[config.mk]
export PLATFORM = sky130hd
export DESIGN_NAME = amem_ctrl
export DESIGN_NICKNAME = d
export VERILOG_FILES = /design/src/rtl/amem_ctrl.sv
export SDC_FILE = /design/constraint.sdc
export NUM_CORES = 1
export LEC_CHECK = 0
export ABC_AREA = 1
export BUFFER_PORTS_ARGS = -buffer_cell sky130_fd_sc_hd__buf_2
export CELL_PAD_IN_SITES_DETAIL_PLACEMENT = 1
export CELL_PAD_IN_SITES_GLOBAL_PLACEMENT = 1
export CORE_MARGIN = 2
export CORE_UTILIZATION = 37
export DETAILED_ROUTE_END_ITERATION = 7
export PLACE_DENSITY_LB_ADDON = 0.1
export SLEW_MARGIN = 25
export SYNTH_ARGS = -nofsm -noshare
export SYNTH_HDL_FRONTEND = slang
export SYNTH_SLANG_ARGS = --single-unit
export TNS_END_PERCENT = 20
[constraint.sdc]
create_clock -name clk -period 2.35 [get_ports clk]
set_input_delay 0.47 -clock clk [delete_from_list [all_inputs] [get_ports clk]]
set_output_delay 0.47 -clock clk [all_outputs]
set_load 0.005 [all_outputs]
[src/rtl/amem_ctrl.sv]
module amem_ctrl #(
  parameter int AW = 16,
  parameter int DW = 16,
  parameter int BW = 2,
  parameter int MW = 2,
  parameter int CW = 4,
  parameter int EW = 4,
  parameter int WAIT_STAGES = 4
) (
  input  logic          clk,
  input  logic          rst_n,
  input  logic [CW-1:0] cfg_rd_setup,
  input  logic [CW-1:0] cfg_rd_strobe,
  input  logic [CW-1:0] cfg_rd_hold,
  input  logic [CW-1:0] cfg_wr_setup,
  input  logic [CW-1:0] cfg_wr_strobe,
  input  logic [CW-1:0] cfg_wr_hold,
  input  logic [CW-1:0] cfg_turn,
  input  logic          cfg_sel_strobe,
  input  logic          cfg_wait_en,
  input  logic [EW-1:0] cfg_wait_cnt,
  input  logic          req_valid,
  output logic          req_ready,
  input  logic          req_write,
  input  logic [AW-1:0] req_addr,
  input  logic [BW-1:0] req_bank,
  input  logic [MW-1:0] req_mask,
  input  logic [DW-1:0] req_wdata,
  output logic          done,
  output logic [DW-1:0] done_rdata,
  output logic          wait_timeout,
  output logic          mem_cs_n,
  output logic          mem_oe_n,
  output logic          mem_we_n,
  output logic [AW-1:0] mem_addr,
  output logic [BW-1:0] mem_bank,
  output logic [MW-1:0] mem_be_n,
  output logic [DW-1:0] mem_dq_out,
  output logic          mem_dq_oe,
  input  logic [DW-1:0] mem_dq_in,
  input  logic          mem_wait
);
  localparam int XW = EW + 4;

  typedef enum logic [2:0] {S_IDLE, S_SETUP, S_STROBE, S_HOLD, S_TURN} st_t;

  st_t                  st;
  logic [CW-1:0]        cnt;
  logic [XW-1:0]        ext;
  logic                 wr_q;
  logic [DW-1:0]        wdata_q;
  logic [MW-1:0]        mask_q;
  logic [WAIT_STAGES-1:0] wsh;

  wire wsync  = wsh[WAIT_STAGES-1];
  wire busy   = (st == S_SETUP) || (st == S_STROBE) || (st == S_HOLD);
  wire accept = req_valid && req_ready;
  wire wr_sel = (st == S_IDLE) ? req_write : wr_q;

  wire [CW-1:0] s_len = wr_sel ? cfg_wr_setup  : cfg_rd_setup;
  wire [CW-1:0] t_len = wr_sel ? cfg_wr_strobe : cfg_rd_strobe;
  wire [CW-1:0] h_len = wr_sel ? cfg_wr_hold   : cfg_rd_hold;
  wire [CW-1:0] t_eff = (t_len == '0) ? CW'(1) : t_len;
  wire [XW-1:0] ext_init = {cfg_wait_cnt, 4'b0000};

  wire base_done  = (st == S_STROBE) && (cnt == '0);
  wire stretch    = cfg_wait_en && wsync && (ext != '0);
  wire strobe_end = base_done && !stretch;
  wire last_cyc   = (strobe_end && h_len == '0) || (st == S_HOLD && cnt == '0);

  assign req_ready  = (st == S_IDLE);
  assign mem_cs_n   = cfg_sel_strobe ? (st != S_STROBE) : !busy;
  assign mem_oe_n   = !((st == S_STROBE) && !wr_q);
  assign mem_we_n   = !((st == S_STROBE) && wr_q);
  assign mem_be_n   = ~mask_q;
  assign mem_dq_out = wdata_q;
  assign mem_dq_oe  = busy && wr_q;

  always_ff @(posedge clk or negedge rst_n) begin
    if (!rst_n) begin
      st           <= S_IDLE;
      cnt          <= '0;
      ext          <= '0;
      wr_q         <= 1'b0;
      mem_addr     <= '0;
      mem_bank     <= '0;
      mask_q       <= '0;
      wdata_q      <= '0;
      done         <= 1'b0;
      done_rdata   <= '0;
      wait_timeout <= 1'b0;
      wsh          <= '0;
    end else begin
      wsh  <= {wsh[WAIT_STAGES-2:0], mem_wait};
      done <= last_cyc;
      if (strobe_end && !wr_q) done_rdata <= mem_dq_in;
      if (strobe_end && cfg_wait_en && wsync) wait_timeout <= 1'b1;
      case (st)
        S_IDLE: if (accept) begin
          wr_q     <= req_write;
          mem_addr <= req_addr;
          mem_bank <= req_bank;
          mask_q   <= req_mask;
          wdata_q  <= req_wdata;
          if (s_len != '0) begin
            st  <= S_SETUP;
            cnt <= s_len - CW'(1);
          end else begin
            st  <= S_STROBE;
            cnt <= t_eff - CW'(1);
            ext <= ext_init;
          end
        end
        S_SETUP: if (cnt == '0) begin
          st  <= S_STROBE;
          cnt <= t_eff - CW'(1);
          ext <= ext_init;
        end else cnt <= cnt - CW'(1);
        S_STROBE: if (cnt != '0) cnt <= cnt - CW'(1);
          else if (stretch) ext <= ext - XW'(1);
          else if (h_len != '0) begin
            st  <= S_HOLD;
            cnt <= h_len - CW'(1);
          end else if (cfg_turn != '0) begin
            st  <= S_TURN;
            cnt <= cfg_turn - CW'(1);
          end else st <= S_IDLE;
        S_HOLD: if (cnt != '0) cnt <= cnt - CW'(1);
          else if (cfg_turn != '0) begin
            st  <= S_TURN;
            cnt <= cfg_turn - CW'(1);
          end else st <= S_IDLE;
        S_TURN: if (cnt != '0) cnt <= cnt - CW'(1);
          else st <= S_IDLE;
        default: st <= S_IDLE;
      endcase
    end
  end

  p_one_strobe_r2: assert property (@(posedge clk) disable iff (!rst_n)
    mem_oe_n || mem_we_n);
  p_cs_with_strobe_r5: assert property (@(posedge clk) disable iff (!rst_n)
    (!mem_oe_n || !mem_we_n) |-> !mem_cs_n);
  p_addr_stable_r6: assert property (@(posedge clk) disable iff (!rst_n)
    (busy && $past(busy)) |-> ($stable(mem_addr) && $stable(mem_bank) && $stable(mem_be_n)));
  p_no_drive_on_read_r7: assert property (@(posedge clk) disable iff (!rst_n)
    mem_dq_oe |-> mem_oe_n);
  p_done_pulse_r8: assert property (@(posedge clk) disable iff (!rst_n)
    done |=> !done);
  p_timeout_sticky_r11: assert property (@(posedge clk) disable iff (!rst_n)
    wait_timeout |=> wait_timeout);
  p_ready_quiet_r13: assert property (@(posedge clk) disable iff (!rst_n)
    req_ready |-> (mem_cs_n && !mem_dq_oe));
endmodule

==> Word level (Yosys, flattened, before mapping) <==
Cells that the tools add are included.
{ "totals": {"register_bits": 74, "inputBits": 91, "output_inout_bits": 59, "wordCells": 102} }
{ "classes": {"add_sub_neg": 6, "eq_ne": 15, "mux": 32, "n_bitwise": 1, "n_reduce_logical": 36} }
{ "op_table": {"columns": ["cell", "count"], "rows": [
  ["2-to-1 mux 4 bit", 13],
  ["2-to-1 mux 8 bit", 5],
  ["2-to-1 mux 3 bit", 8],
  ["one-hot mux 8 bit (3 select lines)", 1],
  ["one-hot mux 4 bit (5 select lines)", 1],
  ["subtractor 4 x 1 -> 4 bit, second input constant", 5],
  ["nonzero test 4 bit", 4],
  ["one-hot mux 3 bit (5 select lines)", 1],
  ["inequality test 2 bit, second input constant", 7],
  ["logical AND 1 bit", 13],
  ["logical NOT 4 bit", 3],
  ["AND reduction 6 bit", 2],
  ["nonzero test 8 bit", 1],
  ["subtractor 8 x 1 -> 8 bit, second input constant", 1],
  ["equality test 3 x 2 -> 1 bit, second input constant", 2],
  ["inequality test 3 x 2 -> 1 bit, second input constant", 2],
  ["logical NOT 1 bit", 5],
  ["nonzero test 5 bit", 1],
  ["inequality test 2 x 1 -> 1 bit, second input constant", 2],
  ["AND reduction 4 bit", 1],
  ["equality test 3 x 1 -> 1 bit, second input constant", 1],
  ["equality test 3 bit, second input constant", 1],
  ["logical NOT 3 bit", 1],
  ["logical OR 1 bit", 3],
  ["other kinds (5)", 6]
]} }

==> Depth between registers and ports, before layout <==
{ "logic_depth": {"word_depth": 9, "ltp_mapped": 21, "depth_no_buf": 20} }

==> Worst setup path before layout <==
OpenSTA, ideal clock, no wires.
{ "synth_path": {"kind": "reg2reg", "start": "register st[0]", "end": "register cnt[1]", "setup_time_ns": 0.120, "arrival_ns": 2.033, "t_required_ns": 2.230, "slack_ns": 0.197, "stages_incl_launch_ff": 18, "n_path_buf": 1, "period_less_slack_ns": 2.153, "path_cell_list": "dfrtp_1 nor2_4 nand2_4 nand2_4 nand2_4 buf_6 o21ai_1 nand3_1 nand2_1 inv_2 ha_1 nand2_1 nand2_1 o21ai_0 a21oi_1 nand2_1 nand2_1 a21oi_1"} }
{ "synth_between": {"elab_chain_cells": 9, "word_cells_on_any_way": 29, "classes_between": "add/sub: 3; eq/ne: 7; mux: 12; reduce/logical: 7"} }
{ "synth_lines": {"columns": ["element", "line_no", "rtl"], "rows": [
  ["from (decl)", "47", "st_t st;"],
  ["from (signal assigned)", "81", "st <= S_IDLE;"],
  ["from (signal assigned)", "106", "st <= S_SETUP;"],
  ["from (signal assigned)", "109", "st <= S_STROBE;"],
  ["logical NOT 3 bit", "58, 71, 98", null],
  ["2-to-1 mux 1 bit", "58", "wire wr_sel = (st == S_IDLE) ? req_write : wr_q;"],
  ["2-to-1 mux 4 bit", "61", "wire [CW-1:0] t_len = wr_sel ? cfg_wr_strobe : cfg_rd_strobe;"],
  ["logical NOT 4 bit", "63", "wire [CW-1:0] t_eff = (t_len == '0) ? CW'(1) : t_len;"],
  ["2-to-1 mux 4 bit", "63", null],
  ["subtractor 4 x 1 -> 4 bit", "110, 116", null],
  ["2-to-1 mux 4 bit", "105", "if (s_len != '0) begin"],
  ["2-to-1 mux 4 bit", "99", "S_IDLE: if (accept) begin"],
  ["one-hot mux 4 bit (5 select lines)", "98", "case (st)"],
  ["to (signal assigned)", "107", "cnt <= s_len - CW'(1);"],
  ["to (signal assigned)", "110", "cnt <= t_eff - CW'(1);"],
  ["to (signal assigned)", "116", "cnt <= t_eff - CW'(1);"],
  ["to (decl)", "48", "logic [CW-1:0] cnt;"]
]} }
Several ways; a longest one is shown, not always the timed one. The select of a mux whose other input is x is not followed.
A chain may end at the register's enable or synchronous reset.

==> Worst setup path after layout <==
{ "layout_path": {"start": "register st[0]", "end": "register cnt[2]"} }
Same word-level chain as after synthesis.

==> impl_metrics.py <==
metrics = {
    "final_layout": {
        "most-common-layout-cells": "148 x buf_2, 87 x nand2_1, 74 x dfrtp_1",
        "drive_above_1_share": 0.474,
        "num-fill-cells": 1335,
        "syn_to_final_growth_pct": 32.8,
        "n_antenna_cell": 0,
        "layout.cells.most_common": "buf_2",
        "fin_nets": 720,
        "post-route-util": 0.505,
    },
    "synthesis": {
        "syn_avg_cell_area_sq_um": 9.22,
        "netlist_area_sq_um": 4140,
        "yosys_warnings": 0,
        "synth_fp_nets": 548,
        "synth_fa_ha_area_frac": 0.0242,
        "synth_compound_area_frac": 0.0843,
        "synth_xor_area_frac": 0.00635,
        "netlist_instances": 449,
        "yosysUniqueCellTypes": 36,
        "synth.ff_latch_count": 74,
        "synth_mux_area_frac": 0.145,
        "ys_seq_area_frac": 0.447,
        "synth_top_family_by_area": "simple AND/OR/NAND/NOR gates",
        "synthSimpleGateAreaFrac": 0.210,
    },
    "setup_path": {
        "path_buf_inv": 2,
        "path_cells": "nor2_4 > nand2_4 > nand2_8 > nand2_8 > o21ai_4 > nand3_2 > nand2_2 > inv_2 > ha_4 > nand3_1 > nand2_2 > o21ai_1 > inv_1 > nand2_1 > nand2_1 > nand2_1 > nand2_1 > nand2_1",
        "rr_endpoint": "cnt[2]$_DFFE_PN0P_",
        "cp_max_fo": 7,
        "cpMostUsedCell": "nand2_1",
        "cpLargestDelayFamily": "simple AND/OR/NAND/NOR gates",
        "critPathArrivalTime_ps": 2530,
        "r2r_slack_ps": 130,
        "timing.rr.start": "st[0]$_DFFE_PN0P_",
        "critPathSlowestCell": "dfrtp_1",
        "cpPeakStageDelay_ps": 420,
        "r2r_cells": 18,
        "worstSetupPathType": "flop to flop",
        "start_kind": "flop",
        "endpoint_kind": "flop",
        "crit_required_ps": 2650,
    },
    "run": {
        "maxCapViolations": 0,
    },
    "pwr": {
        "finalPower_mw": 8.04,
        "power_frac_seq": 0.274,
        "intPower_mw": 4.53,
        "cellPowerDensity_nw_per_um2": 1460,
        "p_sw_mw": 3.51,
        "clock_power_share": 0.139,
        "leakage_nw": 2.96,
        "swShare": 0.437,
        "pwr-share-comb": 0.586,
        "max-vdd-ir-drop_mv": 0.608,
    },
    "cts": {
        "clockBufferDepth": 2,
        "cts_sinks": 74,
        "root_buffer": "clkbuf_8",
        "path_clk_slew_ps": 80,
        "clk_latency_ps": 360,
        "htree_levels": 3,
        "cts_tree": "yes",
        "cts_made_buffers": 9,
    },
    "timing": {
        "fin_crit_ps": 2220,
        "worstMarginPinSlew_ps": 487,
        "rsz0062_at_grt": "true",
        "max_slew_margin": 0.674,
        "setup_viol": 0,
        "worst_slack_ps": 127,
        "hold_violations": 0,
        "period_share": 0.946,
        "fin_skew_ps": 6.16,
        "slew_viol_final": 0,
        "fmax_mhz": 450,
    },
    "routing": {
        "dr_wl_met2_mm": 5.95,
        "first_iter_violations": 59,
        "drc_errors": 0,
        "firstDrtPassIters": 4,
        "antenna_left": 0,
        "topRoutingLayerUsed": "met4",
        "met3_wirelength_um": 923,
        "totalWireLength_mm": 12.0,
        "vias_per_cell": 4.83,
        "wire_per_inst_um": 15.7,
        "num_vias": 3702,
        "drt-met1-wl_mm": 4.92,
    },
    "status": {
        "status": "complete, no violations",
    },
    "floorplan": {
        "die_area_sq_um": 12100,
        "start_util": 0.380,
        "die_h_um": 110,
        "rows": 38,
        "core-area_sq_um": 10900,
        "dieWidth_um": 110,
        "ios": 150,
    },
    "global_route": {
        "gr-total-overflow": 0,
        "grt_pass1_vias": 4038,
        "grt_max_degree": 44,
        "grt_pass1_wl_mm": 19.3,
        "grt_usage": 0.209,
        "antenna_found_initial": 0,
    },
    "min_path": {
        "hp-class": "input port to asynchronous set/reset pin",
    },
    "placement": {
        "io_buffers": 149,
        "routabilityCongestion": 0.837,
        "dpl.hpwl_mm": 9.30,
        "dp_slack_ps": 43.2,
    },
}
Yosys cell counts:
library cell | number | area (sq um)
inv_1 | 62 | 233
clkinv_2 | 1 | 5.00
nand2_1 | 92 | 345
nor3_2 | 1 | 10.0
nand3_1 | 21 | 105
nand2_4 | 8 | 90.1
o211ai_1 | 1 | 7.51
buf_12 | 1 | 20.0
o22ai_2 | 1 | 12.5
nand4_1 | 7 | 43.8
mux2_4 | 10 | 150
a31o_2 | 1 | 8.76
buf_2 | 5 | 25.0
o21ai_1 | 4 | 20.0
a31oi_1 | 1 | 6.26
nand3_4 | 1 | 17.5
nor2_1 | 23 | 86.3
ha_1 | 8 | 100
nor2_2 | 1 | 6.26
a22o_1 | 1 | 8.76
clkbuf_1 | 1 | 3.75
nor3_1 | 2 | 10.0
inv_2 | 9 | 33.8
or2_2 | 1 | 6.26
mux2_2 | 40 | 450
o21ai_0 | 23 | 115
o22ai_1 | 2 | 12.5
nor2_4 | 5 | 56.3
nand2_2 | 10 | 62.6
nand3_2 | 3 | 30.0
a21oi_1 | 14 | 70.1
dfrtp_1 | 74 | 1850
xor2_1 | 3 | 26.3
buf_6 | 2 | 22.5
o21ai_2 | 9 | 78.8
o221ai_1 | 1 | 8.76
per-layer routing:
metal / track usage / up-vias
li1: - / 1795
met3: 0.0705 / 15
met1: 0.243 / 1790
met4: 0.0868 / 0
met5: 0 / -
met2: 0.351 / 102
layout make-up:
cell class,instances,area (sq um),area share
inverters,72,278,0.0505
repair buffers,169,923,0.168
clock buffers,10,128,0.0232
well taps,140,175,0.0318
multi-input cells,295,2060,0.374
clock inverters,6,88.8,0.0162
flip-flops and latches,74,1850,0.337
power groups by stage:
stage	Clock [mW]	Combinational (mW)	Sequential, mW
after floorplan	0	2.90	2.24
after global placement	0	4.25	2.18
after detailed placement	0	4.36	2.21
after CTS	1.16	4.38	2.20
after global routing	1.21	5.27	2.28
final	1.12	4.72	2.21
cell families (layout without fill, tap and decap cells):
group	Yosys count	in the layout
AOI/OAI and AO/OA	58	58
xor gates and xnor gates	3	3
adders and majority gates	8	8
buffers and inverters	81	257
DFF	74	74
muxes	50	50
and+or+nand+nor	175	176
through the flow:
stage	TNS (ps)	cells	cell area, sq um	hold WS, ps
2_1_floorplan	0	449	4140	174
3_3_place_gp	0	741	5110	334
4_1_cts	0	757	5320	46.1
6_report	0	766	5500	38.6
5_1_grt	-100	766	5500	59.8
3_5_place_dp	0	741	5110	337
state kept, by name (all words and copies together), names as in the netlist:
signal and count:
wait_timeout 1, mask_q 2, wr_q 1, st 3
mem_addr 16, done_rdata 16, mem_dq_out 16, mem_bank 2
wsh 4, cnt 4, ext 8, done 1
what timing repair did:
item / CTS / global route
gates resized for setup: 0 / 25
buffers inserted: 0 / 8
hold buffers: 0 / 0
endpoints found under the setup margin: 0 / 9
worst max path at each step:
stage                      startpoint                  to  cells after the start
finish              st[0]$_DFFE_PN0P_  cnt[2]$_DFFE_PN0P_                     18
CTS                 st[1]$_DFFE_PN0P_  cnt[2]$_DFFE_PN0P_                     18
global placement    st[1]$_DFFE_PN0P_  ext[2]$_DFFE_PN0P_                     15
detailed placement  st[1]$_DFFE_PN0P_  ext[3]$_DFFE_PN0P_                     15
floorplan           st[0]$_DFFE_PN0P_  cnt[1]$_DFFE_PN0P_                     17
global route        st[0]$_DFFE_PN0P_  cnt[1]$_DFFE_PN0P_                     16
Power figures use the tool's default switching activity.
